File: config.mk
export PLATFORM = sky130hd
export DESIGN_NAME = bcd_calendar_clock
export DESIGN_NICKNAME = d
export VERILOG_FILES = /design/src/rtl/rtc_pkg.sv /design/src/rtl/rtc_subsec_div.sv /design/src/rtl/rtc_time_core.sv /design/src/rtl/rtc_user_view.sv /design/src/rtl/bcd_calendar_clock.sv
export SDC_FILE = /design/constraint.sdc
export NUM_CORES = 1
export LEC_CHECK = 0
export ABC_AREA = 1
export BUFFER_PORTS_ARGS = -buffer_cell sky130_fd_sc_hd__clkbuf_2
export CAP_MARGIN = 20
export CELL_PAD_IN_SITES_DETAIL_PLACEMENT = 0
export CELL_PAD_IN_SITES_GLOBAL_PLACEMENT = 1
export CORE_UTILIZATION = 40
export CTS_CLUSTER_DIAMETER = 150
export CTS_CLUSTER_SIZE = 8
export DETAILED_ROUTE_END_ITERATION = 7
export MAX_ROUTING_LAYER = met4
export PLACE_DENSITY_LB_ADDON = 0.1
export SLEW_MARGIN = 0
export SYNTH_ARGS = -nofsm -noshare
export SYNTH_HDL_FRONTEND = slang
export SYNTH_SLANG_ARGS = --single-unit
File: constraint.sdc
create_clock -name clk -period 3 [get_ports clk]
set_input_delay 0.15 -clock clk [delete_from_list [all_inputs] [get_ports clk]]
set_output_delay 0.15 -clock clk [all_outputs]
set_load 0.03 [all_outputs]
File: src/rtl/rtc_pkg.sv
package rtc_pkg;
  localparam int RTC_NREG = 8;
  localparam int RTC_AW   = $clog2(RTC_NREG);

  // reset image, index 7 (year) first
  localparam logic [RTC_NREG-1:0][7:0] RTC_RESET_IMG =
    {8'h00, 8'h01, 8'h01, 8'h01, 8'h00, 8'h00, 8'h00, 8'h00};

  // bits that counting must never alter
  localparam logic [RTC_NREG-1:0][7:0] RTC_KEEP_MASK =
    {8'h00, 8'h20, 8'hC0, 8'hF8, 8'hC0, 8'h80, 8'h80, 8'h00};

  typedef struct packed {
    logic [7:0] val;
    logic       wrap;
  } step_t;

  function automatic logic [7:0] bcd_inc(input logic [7:0] v);
    if (v[3:0] >= 4'd9) return {v[7:4] + 4'd1, 4'd0};
    else                return {v[7:4], v[3:0] + 4'd1};
  endfunction

  function automatic step_t bcd_step(input logic [7:0] cur,
                                     input logic [7:0] top,
                                     input logic [7:0] bottom,
                                     input logic       en);
    step_t r;
    r.val  = cur;
    r.wrap = 1'b0;
    if (en) begin
      if (cur >= top) begin
        r.val  = bottom;
        r.wrap = 1'b1;
      end else begin
        r.val = bcd_inc(cur);
      end
    end
    return r;
  endfunction

  // 10 = 2 mod 4, so (2*tens + ones) mod 4 decides
  function automatic logic year_is_leap(input logic [7:0] y);
    logic [1:0] r;
    r = {y[4], 1'b0} + y[1:0];
    return (r == 2'd0);
  endfunction

  function automatic logic [7:0] month_len(input logic [4:0] m, input logic leap);
    case (m)
      5'h02:                     return leap ? 8'h29 : 8'h28;
      5'h04, 5'h06, 5'h09, 5'h11: return 8'h30;
      default:                   return 8'h31;
    endcase
  endfunction
endpackage

File: src/rtl/rtc_subsec_div.sv
module rtc_subsec_div #(
  parameter int TICK_HZ = 32768,
  parameter int SUB_HZ  = 100
) (
  input  logic clk,
  input  logic rst_n,
  input  logic tick,
  input  logic run,
  input  logic clear,
  output logic sub_pulse
);
  localparam int ACC_W = $clog2(TICK_HZ + SUB_HZ + 1);
  localparam logic [ACC_W-1:0] STEP  = ACC_W'(SUB_HZ);
  localparam logic [ACC_W-1:0] LIMIT = ACC_W'(TICK_HZ);

  logic [ACC_W-1:0] acc;
  logic [ACC_W-1:0] sum;

  assign sum       = acc + STEP;
  assign sub_pulse = tick && run && !clear && (sum >= LIMIT);

  always_ff @(posedge clk) begin
    if (!rst_n)           acc <= '0;
    else if (clear)       acc <= '0;
    else if (tick && run) acc <= sub_pulse ? (sum - LIMIT) : sum;
  end

  generate
    if (TICK_HZ >= 2 * SUB_HZ) begin : g_gap_chk

      sub_gap_chk: assert property (@(posedge clk) disable iff (!rst_n)
        sub_pulse |=> !sub_pulse);
    end
  endgenerate
endmodule

File: src/rtl/rtc_time_core.sv
module rtc_time_core
  import rtc_pkg::*;
(
  input  logic                        clk,
  input  logic                        rst_n,
  input  logic                        sub_pulse,
  input  logic                        wr_en,
  input  logic [RTC_AW-1:0]           wr_addr,
  input  logic [7:0]                  wr_data,
  output logic [RTC_NREG-1:0][7:0]    live,
  output logic                        stopped
);
  step_t s_hs, s_se, s_mi, s_hr, s_dw, s_dt, s_mo, s_yr;
  logic [7:0] mlen;
  logic [1:0] cen_nxt;
  logic [RTC_NREG-1:0][7:0] counted, nxt;

  assign stopped = live[1][7];

  always_comb begin
    mlen = month_len(live[6][4:0], year_is_leap(live[7]));
    s_hs = bcd_step(live[0],                8'h99, 8'h00, sub_pulse);
    s_se = bcd_step({1'b0, live[1][6:0]},   8'h59, 8'h00, s_hs.wrap);
    s_mi = bcd_step({1'b0, live[2][6:0]},   8'h59, 8'h00, s_se.wrap);
    s_hr = bcd_step({2'b0, live[3][5:0]},   8'h23, 8'h00, s_mi.wrap);
    s_dw = bcd_step({5'b0, live[4][2:0]},   8'h07, 8'h01, s_hr.wrap);
    s_dt = bcd_step({2'b0, live[5][5:0]},   mlen,  8'h01, s_hr.wrap);
    s_mo = bcd_step({3'b0, live[6][4:0]},   8'h12, 8'h01, s_dt.wrap);
    s_yr = bcd_step(live[7],                8'h99, 8'h00, s_mo.wrap);
    cen_nxt = live[6][7:6] + {1'b0, s_yr.wrap};

    counted[0] = s_hs.val;
    counted[1] = {live[1][7],   s_se.val[6:0]};
    counted[2] = {live[2][7],   s_mi.val[6:0]};
    counted[3] = {live[3][7:6], s_hr.val[5:0]};
    counted[4] = {live[4][7:3], s_dw.val[2:0]};
    counted[5] = {live[5][7:6], s_dt.val[5:0]};
    counted[6] = {cen_nxt, live[6][5], s_mo.val[4:0]};
    counted[7] = s_yr.val;

    nxt = counted;
    if (wr_en) begin
      nxt          = live;
      nxt[wr_addr] = wr_data;
      nxt[0]       = 8'h00;
    end
  end

  always_ff @(posedge clk) begin
    if (!rst_n) live <= RTC_RESET_IMG;
    else        live <= nxt;
  end


  wr_clears_hund_chk: assert property (@(posedge clk) disable iff (!rst_n)
    wr_en |=> (live[0] == 8'h00));


  stop_holds_chk: assert property (@(posedge clk) disable iff (!rst_n)
    (stopped && !wr_en) |=> $stable(live));


  keep_bits_chk: assert property (@(posedge clk) disable iff (!rst_n)
    !wr_en |=> ((live & RTC_KEEP_MASK) == ($past(live) & RTC_KEEP_MASK)));
endmodule

File: src/rtl/rtc_user_view.sv
module rtc_user_view
  import rtc_pkg::*;
(
  input  logic                     clk,
  input  logic                     rst_n,
  input  logic                     freeze,
  input  logic [RTC_NREG-1:0][7:0] live,
  input  logic [RTC_AW-1:0]        rd_addr,
  output logic [7:0]               rd_data
);
  logic [RTC_NREG-1:0][7:0] shadow;

  generate
    for (genvar g = 0; g < RTC_NREG; g++) begin : g_byte
      logic [7:0] byte_q;
      always_ff @(posedge clk) begin
        if (!rst_n)       byte_q <= RTC_RESET_IMG[g];
        else if (!freeze) byte_q <= live[g];
      end
      assign shadow[g] = byte_q;
    end
  endgenerate

  assign rd_data = shadow[rd_addr];


  frozen_hold_chk: assert property (@(posedge clk) disable iff (!rst_n)
    $past(freeze) |-> (shadow == $past(shadow)));


  transfer_chk: assert property (@(posedge clk) disable iff (!rst_n)
    !$past(freeze) |-> (shadow == $past(live)));
endmodule

File: src/rtl/bcd_calendar_clock.sv
module bcd_calendar_clock
  import rtc_pkg::*;
#(
  parameter int TICK_HZ = 32768,
  parameter int SUB_HZ  = 100
) (
  input  logic       clk,
  input  logic       rst_n,
  input  logic       tick,
  input  logic       wr_en,
  input  logic [2:0] wr_addr,
  input  logic [7:0] wr_data,
  input  logic       freeze,
  input  logic [2:0] rd_addr,
  output logic [7:0] rd_data
);
  logic                     sub_pulse;
  logic                     stopped;
  logic [RTC_NREG-1:0][7:0] live;

  rtc_subsec_div #(.TICK_HZ(TICK_HZ), .SUB_HZ(SUB_HZ)) div_i (
    .clk       (clk),
    .rst_n     (rst_n),
    .tick      (tick),
    .run       (!stopped),
    .clear     (wr_en),
    .sub_pulse (sub_pulse)
  );

  rtc_time_core core_i (
    .clk       (clk),
    .rst_n     (rst_n),
    .sub_pulse (sub_pulse),
    .wr_en     (wr_en),
    .wr_addr   (wr_addr),
    .wr_data   (wr_data),
    .live      (live),
    .stopped   (stopped)
  );

  rtc_user_view view_i (
    .clk     (clk),
    .rst_n   (rst_n),
    .freeze  (freeze),
    .live    (live),
    .rd_addr (rd_addr),
    .rd_data (rd_data)
  );
endmodule

==> results by group, run 1 <==
Status
  • Outcome: completed

GRT
  • All-Layer GR Usage: 24.75%
  • Antenna violations before repair: 0
  • GRT overflow: 0
  • Pin count of the biggest net entering global routing: 100
  • First-pass GRT wire length: 34000 um
  • Vias in the first global route: 6171

Floorplanning
  • Height of the die: 137.8 um
  • # IOs: 27
  • Core region area: 18020 sq um
  • Cell Rows: 49
  • Die ar.: 18980 sq um
  • Starting density of the core: 40.91%
  • Die Wd: 137.8 um

CTS
  • CTS resizes: 0
  • H-tree depth: 4
  • Root Buffer: clkbuf_16
  • Sink Count: 142
  • CTS Hold Buffers Added: 0
  • TritonCTS clock tree: done
  • Worst-Skew Late Latency: 430 ps
  • Num CTS Buffers: 17
  • Clock buffer depth: 2
  • Worst-path clk slew: 60 ps
  • Post-CTS setup buffer count: 0

Layout
  • Post-Layout Inst Area: 8275 sq um
  • Inserted Diodes: 0
  • Layout cells sized above 1: 8.148%
  • Area delta synth->final: 12.23%
  • Nets: 1125
  • FF/Latch Area: 2843 sq um
  • Non-filler instance count after layout: 1309
  • Area occupied by multi-input gates: 3940 sq um
  • Filler Cell Count: 1914

Synthesis
  • Unique masters post-synth: 39
  • Avg Inst Size Synth: 7.002 sq um
  • Syn Nets: 1111
  • Yosys reg bits: 142
  • Sequential fraction of the synthesis area: 38.55%
  • Mapped Area: 7373 sq um
  • Synth area leaders: dfxtp_1 39%, nor2_1 9.3%, o21ai_0 8.9%
  • Post-synthesis cell count: 1053
  • Synth top area share: 38.55%
  • Yosys top cell by area: dfxtp_1
  • YS warnings: 0

Timing
  • Peak Freq: 0.3863 GHz
  • Slew @ Worst Pin: 921.2 ps
  • Final Cycle Share: 86.28%
  • Setup Skew: 8.361 ps
  • # setup viols final: 0
  • Fin crit period: 2588 ps
  • Setup TNS: 0 ps
  • Fin. Hold Viols: 0
  • Unrepaired setup endpoints after global routing: false
  • Final Max Slew Viols: 0
  • Relative slew slack: 38.59%

Placed design
  • # port buffers: 26
  • Placed instance area: 7709 sq um
  • Gpl congestion: 0.8403
  • HPWL Detailed: 15330 um
  • DP Cell Count: 1277

Setup path
  • CP Class: flip-flop to flip-flop
  • Critical-path cell list: inv_1 > ha_1 > nand3_1 > inv_1 > o21ai_0 > nand4_1 > inv_1 > ha_1 > nand2_1 > nand2_1 > nand2_1 > nand2_1 > nand3_1 > nand2_1 > nor4_2 > ha_1 > a21oi_1 > o21ai_0 > nand3_1 > nand2_1 > inv_1
  • Worst path max stage delay: 360 ps
  • Worst-path maximum fanout: 6
  • CP dominant cell by count: nand2_1
  • Max stage delay cell, worst path: dfxtp_1
  • Critical Path Sink Type: flip-flop
  • WP data required: 3320 ps
  • Setup crit start kind: flip-flop
  • Crit path DAT: 2910 ps

Power
  • Total power: 4397 uW
  • VDD IR-drop max: 0.4186 mV
  • Power per cell area: 531.3 nW/um^2
  • Leakage power: 0.003603 uW

Routing
  • Initial DRC Count: 461
  • Total wire length: 21360 um
  • WL/cell: 16.31 um
  • ANT nets after route: 0
  • DR DRC count: 0
  • Via Count: 6860
  • First-pass iteration count of the detailed router: 5
  • Vias/cell: 5.241

Flow run
  • Total of max-cap violations: 0

Hold path
  • Hold/Removal Path Class: primary input to flip-flop
==> synthesized netlist by cell type, drive strengths merged <==
library cell,instances
a211oi,2
a21boi,2
a21oi,80
a22oi,1
a31oi,20
and3,1
buf,4
clkbuf,34
dfxtp,142
ha,39
inv,120
nand2,143
nand3,62
nand3b,2
nand4,12
nor2,187
nor3,10
nor3b,1
nor4,5
o2111ai,3
o211ai,1
o21ai,136
o221ai,5
o22ai,18
o31ai,2
or2,2
xnor2,4
xor2,15
==> power by group <==
part | total (uW) | leakage (uW) | switching [uW] | internal, uW
Sequential | 2000 | 0.00116 | 46.9 | 1950
Combinational | 393 | 0.00218 | 277 | 115
Clock | 2000 | 0.000260 | 848 | 1160
Total | 4400 | 0.00360 | 1170 | 3220
==> layer usage <==
layer	routed length (um)	share of wire, %	vias to the layer above	GRT usage, %
met4	180	0.84	0	6.159
met5	0	0	-	-
met3	942	4.4	17	4.525
li1	-	-	3538	-
met1	11670	55	3163	37.16
met2	8557	40	142	33.36
==> kinds of logic (layout without fill, tap and decap cells) <==
kind of cell / Yosys count / in the layout / synth area share [%]
buffers and inverters: 158 / 185 / 8.094
xor gates and xnor gates: 19 / 19 / 2.257
and+or+nand+nor: 425 / 425 / 24.72
AOI/OAI and AO/OA: 270 / 270 / 19.75
DFF: 142 / 142 / 38.55
adders and majority gates: 39 / 39 / 6.618
==> placed cells by master (no fill, tap or decap), types with 2 or more instances in the layout <==
cell type / synthesis / final
nand3_2: 2 / 2
dfxtp_1: 142 / 142
nand3b_1: 2 / 2
xnor2_1: 4 / 4
a21boi_0: 2 / 2
inv_1: 117 / 116
clkinv_2: 0 / 4
a21oi_1: 79 / 79
o21ai_1: 4 / 4
nor4_1: 5 / 4
nor2_4: 2 / 2
clkinv_4: 0 / 3
nand2_2: 6 / 6
nand4_1: 11 / 11
o22ai_1: 18 / 18
a31oi_1: 20 / 20
nand3_1: 60 / 60
o221ai_1: 5 / 5
nand2_1: 137 / 137
a211oi_1: 2 / 2
o21ai_0: 131 / 131
o31ai_1: 2 / 2
xor2_1: 15 / 15
nor3_1: 10 / 10
nor2_1: 182 / 182
buf_4: 0 / 6
inv_2: 3 / 4
clkbuf_2: 0 / 26
ha_1: 39 / 39
clkbuf_16: 0 / 17
or2_2: 2 / 2
clkinvlp_4: 0 / 6
nor2_2: 2 / 2
o2111ai_1: 3 / 3
==> flip-flops by register name, summed over array words and instances (netlist names) <==
register / cells
core_i.live: 64
div_i.acc: 14
view_i.g_byte.byte_q: 64
==> final cells by class <==
class / count / share of cell area, %
clock buffers: 18 / 5.307
multi-input cells: 753 / 47.61
flip-flops and latches: 142 / 34.35
well taps: 229 / 3.462
inverters: 120 / 5.443
clock inverters: 14 / 1.467
repair buffers: 33 / 2.359
==> stage by stage <==
step | setup WS, ps | hold slack (ps) | util (%)
3_3_place_gp | 472.6 | 444.7 | 42.77
4_1_cts | 375.7 | 52.00 | 45.88
6_report | 411.6 | 68.32 | 45.91
3_5_place_dp | 381.6 | 456.4 | 42.77
5_1_grt | 38.50 | 54.92 | 45.91
2_1_floorplan | 523.9 | 272.3 | -
==> final timing paths <==
check	slack, ps	cells past startpoint	start	to
min reg2reg	460	2	div_i.acc[10]	div_i.acc[10]
max	410	21	core_i.live[48]	core_i.live[55]
min	70	3	wr_data[0]	core_i.live[40]
max reg2reg	410	21	core_i.live[48]	core_i.live[55]
==> worst max-delay path: cells and delay by family (launching register included) <==
kind | cells | cell delay (ps)
AOI/OAI and AO/OA | 3 | 220
buffers and inverters | 4 | 310
adders and majority gates | 3 | 580
DFF | 1 | 360
and+or+nand+nor | 11 | 1040
Note: power is estimated with default switching activity, not from simulation.
==> run 2, diff against run 1 <==
--- a/config.mk
+++ b/config.mk
@@ -19,4 +19,5 @@
 export SLEW_MARGIN = 0
 export SYNTH_ARGS = -nofsm -noshare
 export SYNTH_HDL_FRONTEND = slang
+export SYNTH_HIERARCHICAL = 1
 export SYNTH_SLANG_ARGS = --single-unit
==> run 2 against run 1 <==
Routed wire length up 7.2%. Setup slack worse by 55 ps. First-iteration DRC count rose by 34%. Via count is 7.8% higher. Synthesized cell count grew 12%. Final area is 7.4% higher. Flip-flop and latch count did not move. Clock skew up 5.9 ps. Largest power group is now clock.
==> results by group, run 2 <==
Status
  • Outcome: completed

Layout
  • Biggest regs: core_i/live (64), view_i/g_byte.byte_q (64), div_i/acc (14)
  • Area delta synth->final: 10.29%
  • Layout cells sized above 1: 9.603% (+1.5 points)
  • Non-filler instance count after layout: 1473 (+13%)
  • Inserted Diodes: 0 (unchanged)
  • Most frequent cells in the layout: 273 x nand2_1, 174 x inv_1, 142 x dfxtp_1
  • Post-Layout Inst Area: 8891 sq um (+7.4%)
  • Commonest non-fill, non-tap cell in the layout: nand2_1
  • Nets: 1253 (+11%)

Placed design
  • Gpl congestion: 0.8719 (+3.8%)
  • Pre-CTS setup slack: 391.5 ps (+9.952 ps)
  • # port buffers: 26 (unchanged)
  • HPWL Detailed: 16600 um (+8.3%)
  • DP Cell Count: 1441 (+13%)
  • Placed instance area: 8339 sq um (+8.2%)

Timing
  • Relative slew slack: 58.14% (+20 points)
  • Final Max Slew Viols: 0 (unchanged)
  • Worst hold margin: 118.8 ps (+50.50 ps)
  • Unrepaired setup endpoints after global routing: false
  • Peak Freq: 0.3784 GHz (-2.1%)
  • Setup TNS: 0 ps (unchanged)
  • # setup viols final: 0 (unchanged)
  • Final Cycle Share: 88.10% (+1.8 points)
  • Fin. Hold Viols: 0 (unchanged)
  • Setup Skew: 14.27 ps (+5.909 ps)
  • Slew @ Worst Pin: 625.5 ps (-295.7 ps)
  • Fin crit period: 2643 ps (+54.52 ps)
  • Worst setup margin: 357.0 ps (-54.52 ps)

GRT
  • GRT overflow: 0 (unchanged)
  • All-Layer GR Usage: 24.11% (-0.63 points)
  • Antenna violations before repair: 0 (unchanged)
  • Pin count of the biggest net entering global routing: 124 (+24%)
  • First-pass GRT wire length: 36610 um (+7.7%)
  • Vias in the first global route: 6658 (+7.9%)

Synthesis
  • Mapped Area: 8061 sq um (+9.3%)
  • Sequential fraction of the synthesis area: 35.26% (-3.3 points)
  • EDFF count, synth: 0 (unchanged)
  • Post-synthesis cell count: 1184 (+12%)
  • Synth area leaders: dfxtp_1 35%, nand2_1 13%, inv_1 8.1%
  • Synth top area share: 35.26% (-3.3 points)
  • Synth top cells by count: 273 x nand2_1, 174 x inv_1, 142 x dfxtp_1
  • Ys flop type: dfxtp_1
  • Most common cell in the netlist: nand2_1
  • YS warnings: 6 (+6)
  • Syn Nets: 1242 (+12%)
  • Avg Inst Size Synth: 6.809 sq um (-2.8%)
  • Unique masters post-synth: 51 (+31%)
  • Async S/R FF share, synth: 0% (unchanged)
  • Yosys reg bits: 142 (unchanged)
  • Yosys top cell by area: dfxtp_1

Floorplanning
  • Die ar.: 20730 sq um (+9.2%)
  • Core region area: 19590 sq um (+8.7%)
  • Die Wd: 144.0 um (+4.5%)
  • # IOs: 27 (unchanged)
  • Height of the die: 144.0 um (+4.5%)
  • Cell Rows: 51 (+4.1%)
  • Starting density of the core: 41.15% (+0.24 points)

CTS
  • H-tree depth: 4 (unchanged)
  • Worst-path clk slew: 60 ps (about the same)
  • Worst-Skew Late Latency: 430 ps (about the same)
  • TritonCTS clock tree: done
  • Root Buffer: clkbuf_16
  • CTS Hold Buffers Added: 0 (unchanged)
  • Clock buffer depth: 2 (unchanged)
  • Sink Count: 142 (unchanged)
  • Num CTS Buffers: 17 (unchanged)
  • Post-CTS setup buffer count: 0 (unchanged)
  • CTS resizes: 0 (unchanged)

Routing
  • WL/cell: 15.54 um (-4.7%)
  • DR DRC count: 0 (unchanged)
  • Via Count: 7397 (+7.8%)
  • Initial DRC Count: 619 (+34%)
  • Total wire length: 22900 um (+7.2%)
  • ANT nets after route: 0 (unchanged)
  • First-pass iteration count of the detailed router: 5 (unchanged)
  • Vias/cell: 5.022 (-4.2%)

Setup path
  • Setup crit start kind: flip-flop
  • Critical Path Sink Type: flip-flop
  • WP data required: 3320 ps (about the same)
  • Crit. Startpoint: core_i/live[48]
  • CP Capture Point: core_i/live[55]
  • Worst-path maximum fanout: 7 (+1)
  • R2R setup slack: 360 ps (-50 ps)
  • R2R depth: 18 (-14%)
  • CP Class: flip-flop to flip-flop
  • Reg2reg end: core_i/live[55]
  • RR Startpoint: core_i/live[48]
  • Crit path DAT: 2960 ps (+50 ps)

Flow run
  • Total of max-cap violations: 0 (unchanged)

Power
  • VDD IR-drop max: 0.3996 mV (-4.5%)
  • Leakage power: 0.003990 uW (+11%)
  • Power per cell area: 504.1 nW/um^2 (-5.1%)

Hold path
  • Hold/Removal Path Class: primary input to flip-flop
run 2: metrics by stage:
step	util, %	power [uW]
2_1_floorplan	-	2370
3_3_place_gp	42.57	2512
6_report	45.39	4482
5_1_grt	45.39	4704
4_1_cts	45.39	4535
3_5_place_dp	42.57	2513
run 2: power by group:
part / total (uW) / leakage [uW] / switching, uW / internal, uW
sequential: 2000 / 0.00116 / 43.3 / 1950
combinational: 475 / 0.00257 / 336 / 138
clock: 2010 / 0.000258 / 927 / 1080
total: 4480 / 0.00399 / 1310 / 3170
run 2: how the worst min path moves through the flow:
stage	slack (ps)	depth (start not counted)	endpoint	start
2_1_floorplan	280	2	core_i/live[40]	wr_data[0]
3_3_place_gp	440	2	view_i/g_byte[7].byte_q[7]	view_i/g_byte[7].byte_q[7]
3_5_place_dp	450	2	view_i/g_byte[4].byte_q[5]	view_i/g_byte[4].byte_q[5]
4_1_cts	100	3	core_i/live[20]	wr_data[4]
5_1_grt	100	3	core_i/live[20]	wr_data[4]
6_report	120	3	core_i/live[20]	wr_data[4]
run 2: logic make-up after synthesis:
family	after synthesis	share of synthesized area [%]
XOR/XNOR	18	1.956
flip-flops	142	35.26
buffers and inverters	228	12.11
adder cells (fa/ha/maj)	39	6.053
AND/OR/NAND/NOR	525	28.54
AO/OA/AOI/OAI	232	16.08
run 2: area by class of cell:
| cell class | instances | area (sq um) |
|---|---|---|
| Timing Repair Buffer | 35 | 225.2 |
| Tap cell | 265 | 331.6 |
| Inverter | 185 | 696.9 |
| Sequential cell | 142 | 2843 |
| Fill cell | 2143 | 10700 |
| Clock inverter | 15 | 126.4 |
| Clock buffer | 17 | 425.4 |
| Multi-Input combinational cell | 814 | 4243 |
run 2: worst max-delay path, stage by stage, from the launching register on:
cell      delay [ps]
dfxtp_1          370
inv_1            120
ha_1             210
nand3_1          120
inv_1             90
o21ai_0           80
nand4_1          100
inv_1             50
ha_1             260
nand4_1          110
nand3_2          160
nand4_4          180
nor3_1           170
ha_1             160
nand2_1           70
nand3_1           90
o211ai_1          80
nand2_1           60
inv_1             40
run 2: metal layers:
metal	vias up	global-route usage, %	share of wire, %	wire, um
met5	-	-	0	0
met4	0	5.991	0.92	210
met3	18	2.899	4.8	1094
met2	163	33.28	41	9312
met1	3384	36.44	54	12280
li1	3832	-	-	-
==> run 3, diff against run 2 <==
--- a/config.mk
+++ b/config.mk
@@ -5,7 +5,7 @@
 export SDC_FILE = /design/constraint.sdc
 export NUM_CORES = 1
 export LEC_CHECK = 0
-export ABC_AREA = 1
+export ABC_AREA = 0
 export BUFFER_PORTS_ARGS = -buffer_cell sky130_fd_sc_hd__clkbuf_2
 export CAP_MARGIN = 20
 export CELL_PAD_IN_SITES_DETAIL_PLACEMENT = 0
==> run 3 against run 2 <==
The run now ends with setup timing left. Critical endpoint unchanged. Total power decreased by 1.2%. Critical path type unchanged. Register-to-register slack got worse by 480 ps. Clock power increased by 7%. Core utilization increased by 4.1 points. Count of clock-buffer cells in the layout increased by 2. Sequential share of layout area decreased by 1.3 points. Final area increased by 4.8%. Synthesized cell count decreased by 31%. Routed wire length decreased by 2.4%. Flip-flop and latch count unchanged. Hold slack got worse by 22 ps.
==> results by group, run 3 <==
Layout
  • Filler Cell Count: 1742 (-19%)
  • Nets: 944 (-25%)
  • Most frequent cells in the layout: 130 x dfxtp_1, 72 x mux2i_1, 68 x nand2_1
  • Biggest regs: core_i/live (64), view_i/g_byte.byte_q (64), div_i/acc (14)
  • Commonest non-fill, non-tap cell in the layout: dfxtp_1
  • Post-Layout Inst Area: 9318 sq um (+4.8%)
  • Inserted Diodes: 0 (unchanged)
  • Layout cells sized above 1: 22.14% (+13 points)
  • Area delta synth->final: 20.15%

Timing
  • Slew @ Worst Pin: 1037 ps (+411.2 ps)
  • Peak Freq: 0.3201 GHz (-15%)
  • Relative slew slack: 30.29% (-28 points)
  • Unrepaired setup endpoints after global routing: true
  • Final Cycle Share: 104.1% (+16 points)
  • Fin crit period: 3124 ps (+480.8 ps)
  • Worst setup margin: -123.8 ps (-480.8 ps)
  • Final Max Slew Viols: 0 (unchanged)
  • Fin. Hold Viols: 0 (unchanged)
  • Setup Skew: 18.30 ps (+4.032 ps)
  • # setup viols final: 4 (+4)

CTS
  • CTS Hold Buffers Added: 0 (unchanged)
  • Clock buffer depth: 2 (unchanged)
  • Root Buffer: clkbuf_16
  • Worst-Skew Late Latency: 430 ps (about the same)
  • Num CTS Buffers: 17 (unchanged)
  • Worst-path clk slew: 60 ps (about the same)
  • TritonCTS clock tree: done
  • H-tree depth: 4 (unchanged)
  • Sink Count: 142 (unchanged)

Synthesis
  • EDFF count, synth: 0 (unchanged)
  • Unique masters post-synth: 80 (+57%)
  • Syn Nets: 872 (-30%)
  • Most common cell in the netlist: dfxtp_1
  • Async S/R FF share, synth: 0% (unchanged)
  • YS warnings: 6 (unchanged)
  • Ys flop type: dfxtp_1
  • Sequential fraction of the synthesis area: 36.66% (+1.4 points)
  • Avg Inst Size Synth: 9.527 sq um (+40%)
  • Synth area leaders: dfxtp_1 37%, mux2i_1 9.3%, ha_1 6.3%
  • Yosys reg bits: 142 (unchanged)
  • Mapped Area: 7755 sq um (-3.8%)
  • Synth top cells by count: 142 x dfxtp_1, 72 x mux2i_1, 70 x nand2_1
  • Yosys top cell by area: dfxtp_1
  • Synth top area share: 36.66% (+1.4 points)
  • Post-synthesis cell count: 814 (-31%)

Flow run
  • Total of max-cap violations: 0 (unchanged)

Power
  • Leakage power: 0.003749 uW (-6.0%)
  • Total power: 4429 uW (-1.2%)
  • Int Pwr: 3353 uW (+5.6%)
  • P_sw: 1075 uW (-18%)
  • VDD IR-drop max: 0.3550 mV (-11%)
  • Net Sw Frac: 24.28% (-4.9 points)
  • Logic gate share of total power: 7.3% (-3.3 points)
  • Power per cell area: 475.3 nW/um^2 (-5.7%)
  • Register share of total power: 44.0% (-0.6 points)
  • Clk pwr share: 48.7% (+3.9 points)

Status
  • Failing checks: setup timing
  • Outcome: complete, but fails checks

GRT
  • Pin count of the biggest net entering global routing: 40 (-68%)
  • First-pass GRT wire length: 35630 um (-2.7%)
  • Vias in the first global route: 6278 (-5.7%)
  • All-Layer GR Usage: 24.25% (+0.13 points)
  • Antenna violations before repair: 0 (unchanged)
  • GRT overflow: 0 (unchanged)

Routing
  • Total wire length: 22350 um (-2.4%)
  • First-pass iteration count of the detailed router: 5 (unchanged)
  • WL/cell: 19.28 um (+24%)
  • Initial DRC Count: 354 (-43%)
  • Vias/cell: 5.542 (+10%)
  • Via Count: 6423 (-13%)
  • DR DRC count: 0 (unchanged)
  • ANT nets after route: 0 (unchanged)

Floorplanning
  • Starting density of the core: 41.18% (about the same)
  • Die Wd: 141.2 um (-1.9%)
  • Cell Rows: 50 (-2.0%)
  • # IOs: 27 (unchanged)
  • Die ar.: 19950 sq um (-3.7%)
  • Height of the die: 141.2 um (-1.9%)
  • Core region area: 18830 sq um (-3.9%)

Hold path
  • Hold depth: 3 (unchanged)
  • Hold_sp: wr_data[7]
  • Hold/Removal Path Class: primary input to flip-flop
  • Hold EP: core_i/live[47]

Setup path
  • Crit path DAT: 3430 ps (+470 ps)
  • CP Class: flip-flop to flip-flop
  • Setup crit start kind: flip-flop
  • R2R depth: 15 (-3)
  • RR Startpoint: div_i/acc[14]
  • Critical Path Sink Type: flip-flop
  • WP data required: 3300 ps (-20 ps)
  • R2R setup slack: -120 ps (-480 ps)
  • Reg2reg end: core_i/live[55]
  • Worst-path maximum fanout: 3 (-4)

Placed design
  • # port buffers: 26 (unchanged)
  • Gpl congestion: 0.8684 (-0.40%)
  • Placed instance area: 8481 sq um (+1.7%)
  • HPWL Detailed: 15850 um (-4.5%)
run 3: cell count changes after synthesis, moves of 59 or more:
cell | before | now
nand3_1 | 85 | 26
o21ai_0 | 91 | 25
inv_1 | 174 | 35
nand2_1 | 273 | 70
nor2b_1 | 0 | 66
mux2i_1 | 0 | 72
run 3: layout make-up:
type,instances,area (sq um),share of cell area (%)
repair buffers,96,679.4,7.292
flip-flops and latches,142,2860,30.70
clock buffers,19,432.9,4.646
well taps,260,325.3,3.491
multi-input cells,593,4720,50.65
clock inverters,13,162.7,1.746
inverters,36,137.6,1.477
run 3: worst max-delay path by stage:
stage	end	slack (ps)	startpoint
2_1_floorplan	core_i/live[55]	-280	div_i/acc[10]
3_3_place_gp	core_i/live[55]	-230	div_i/acc[10]
3_5_place_dp	core_i/live[55]	-350	core_i/live[48]
4_1_cts	core_i/live[55]	-230	div_i/acc[13]
5_1_grt	core_i/live[55]	-290	div_i/acc[13]
6_report	core_i/live[55]	-120	div_i/acc[14]
run 3: routing by layer:
layer | up-vias | share of wire [%] | GRT usage (%)
met5 | - | 0 | -
met4 | 0 | 1.5 | 7.094
met3 | 19 | 4.9 | 4.450
met2 | 163 | 46 | 36.92
met1 | 3141 | 48 | 32.65
li1 | 3100 | - | -
run 3: logic make-up (layout without fill, tap and decap cells):
logic type,Yosys count,after routing,share of synthesized area [%]
compound gates,153,153,14.39
fa+ha+maj,39,39,6.292
flops,142,142,36.66
mux,97,97,16.02
xor+xnor,8,8,0.9036
simple gates,296,296,21.15
buf+inv,79,164,4.582
run 3: what timing repair did:
item,CTS,global route
resized for setup,10,36
pin swaps,6,22
setup endpoints to repair,6,37
setup buffers,2,6
gates cloned,0,0
run 3: critical path, cell delays in order (launching register included):
cell      delay, ps
dfxtp_2         340
nand4_1         110
or4_1           550
a211oi_2        200
buf_4           160
nand4_4         100
o22a_4          250
or3_4           350
nor2_4           90
nor4bb_4        210
ha_2            210
inv_2            40
o21ai_1         110
nor2_1           50
a211oi_1        190
nor2_1           60
run 3: power groups by stage:
| stage | sequential, uW | combinational (uW) | clock [uW] |
|---|---|---|---|
| 6_report | 1950 | 325 | 2160 |
| 4_1_cts | 1950 | 318 | 2210 |
| 5_1_grt | 1950 | 353 | 2290 |
| 2_1_floorplan | 1980 | 205 | 0 |
| 3_3_place_gp | 1990 | 310 | 0 |
| 3_5_place_dp | 1990 | 315 | 0 |
run 3: stage by stage:
stage | worst slack, ps | cells | utilization, % | setup TNS (ps) | hold WS, ps
final | -123.8 | 1159 | 49.48 | -248.8 | 97.27
after global routing | -286.1 | 1159 | 49.48 | -1626 | 105.8
after CTS | -230.1 | 1152 | 48.48 | -230.1 | 57.32
after detailed placement | -348.4 | 1118 | 45.04 | -555.5 | 447.5
after global placement | -230.3 | 1118 | 45.04 | -230.3 | 451.7
after floorplan | -275.2 | 814 | - | -340.5 | 280.4
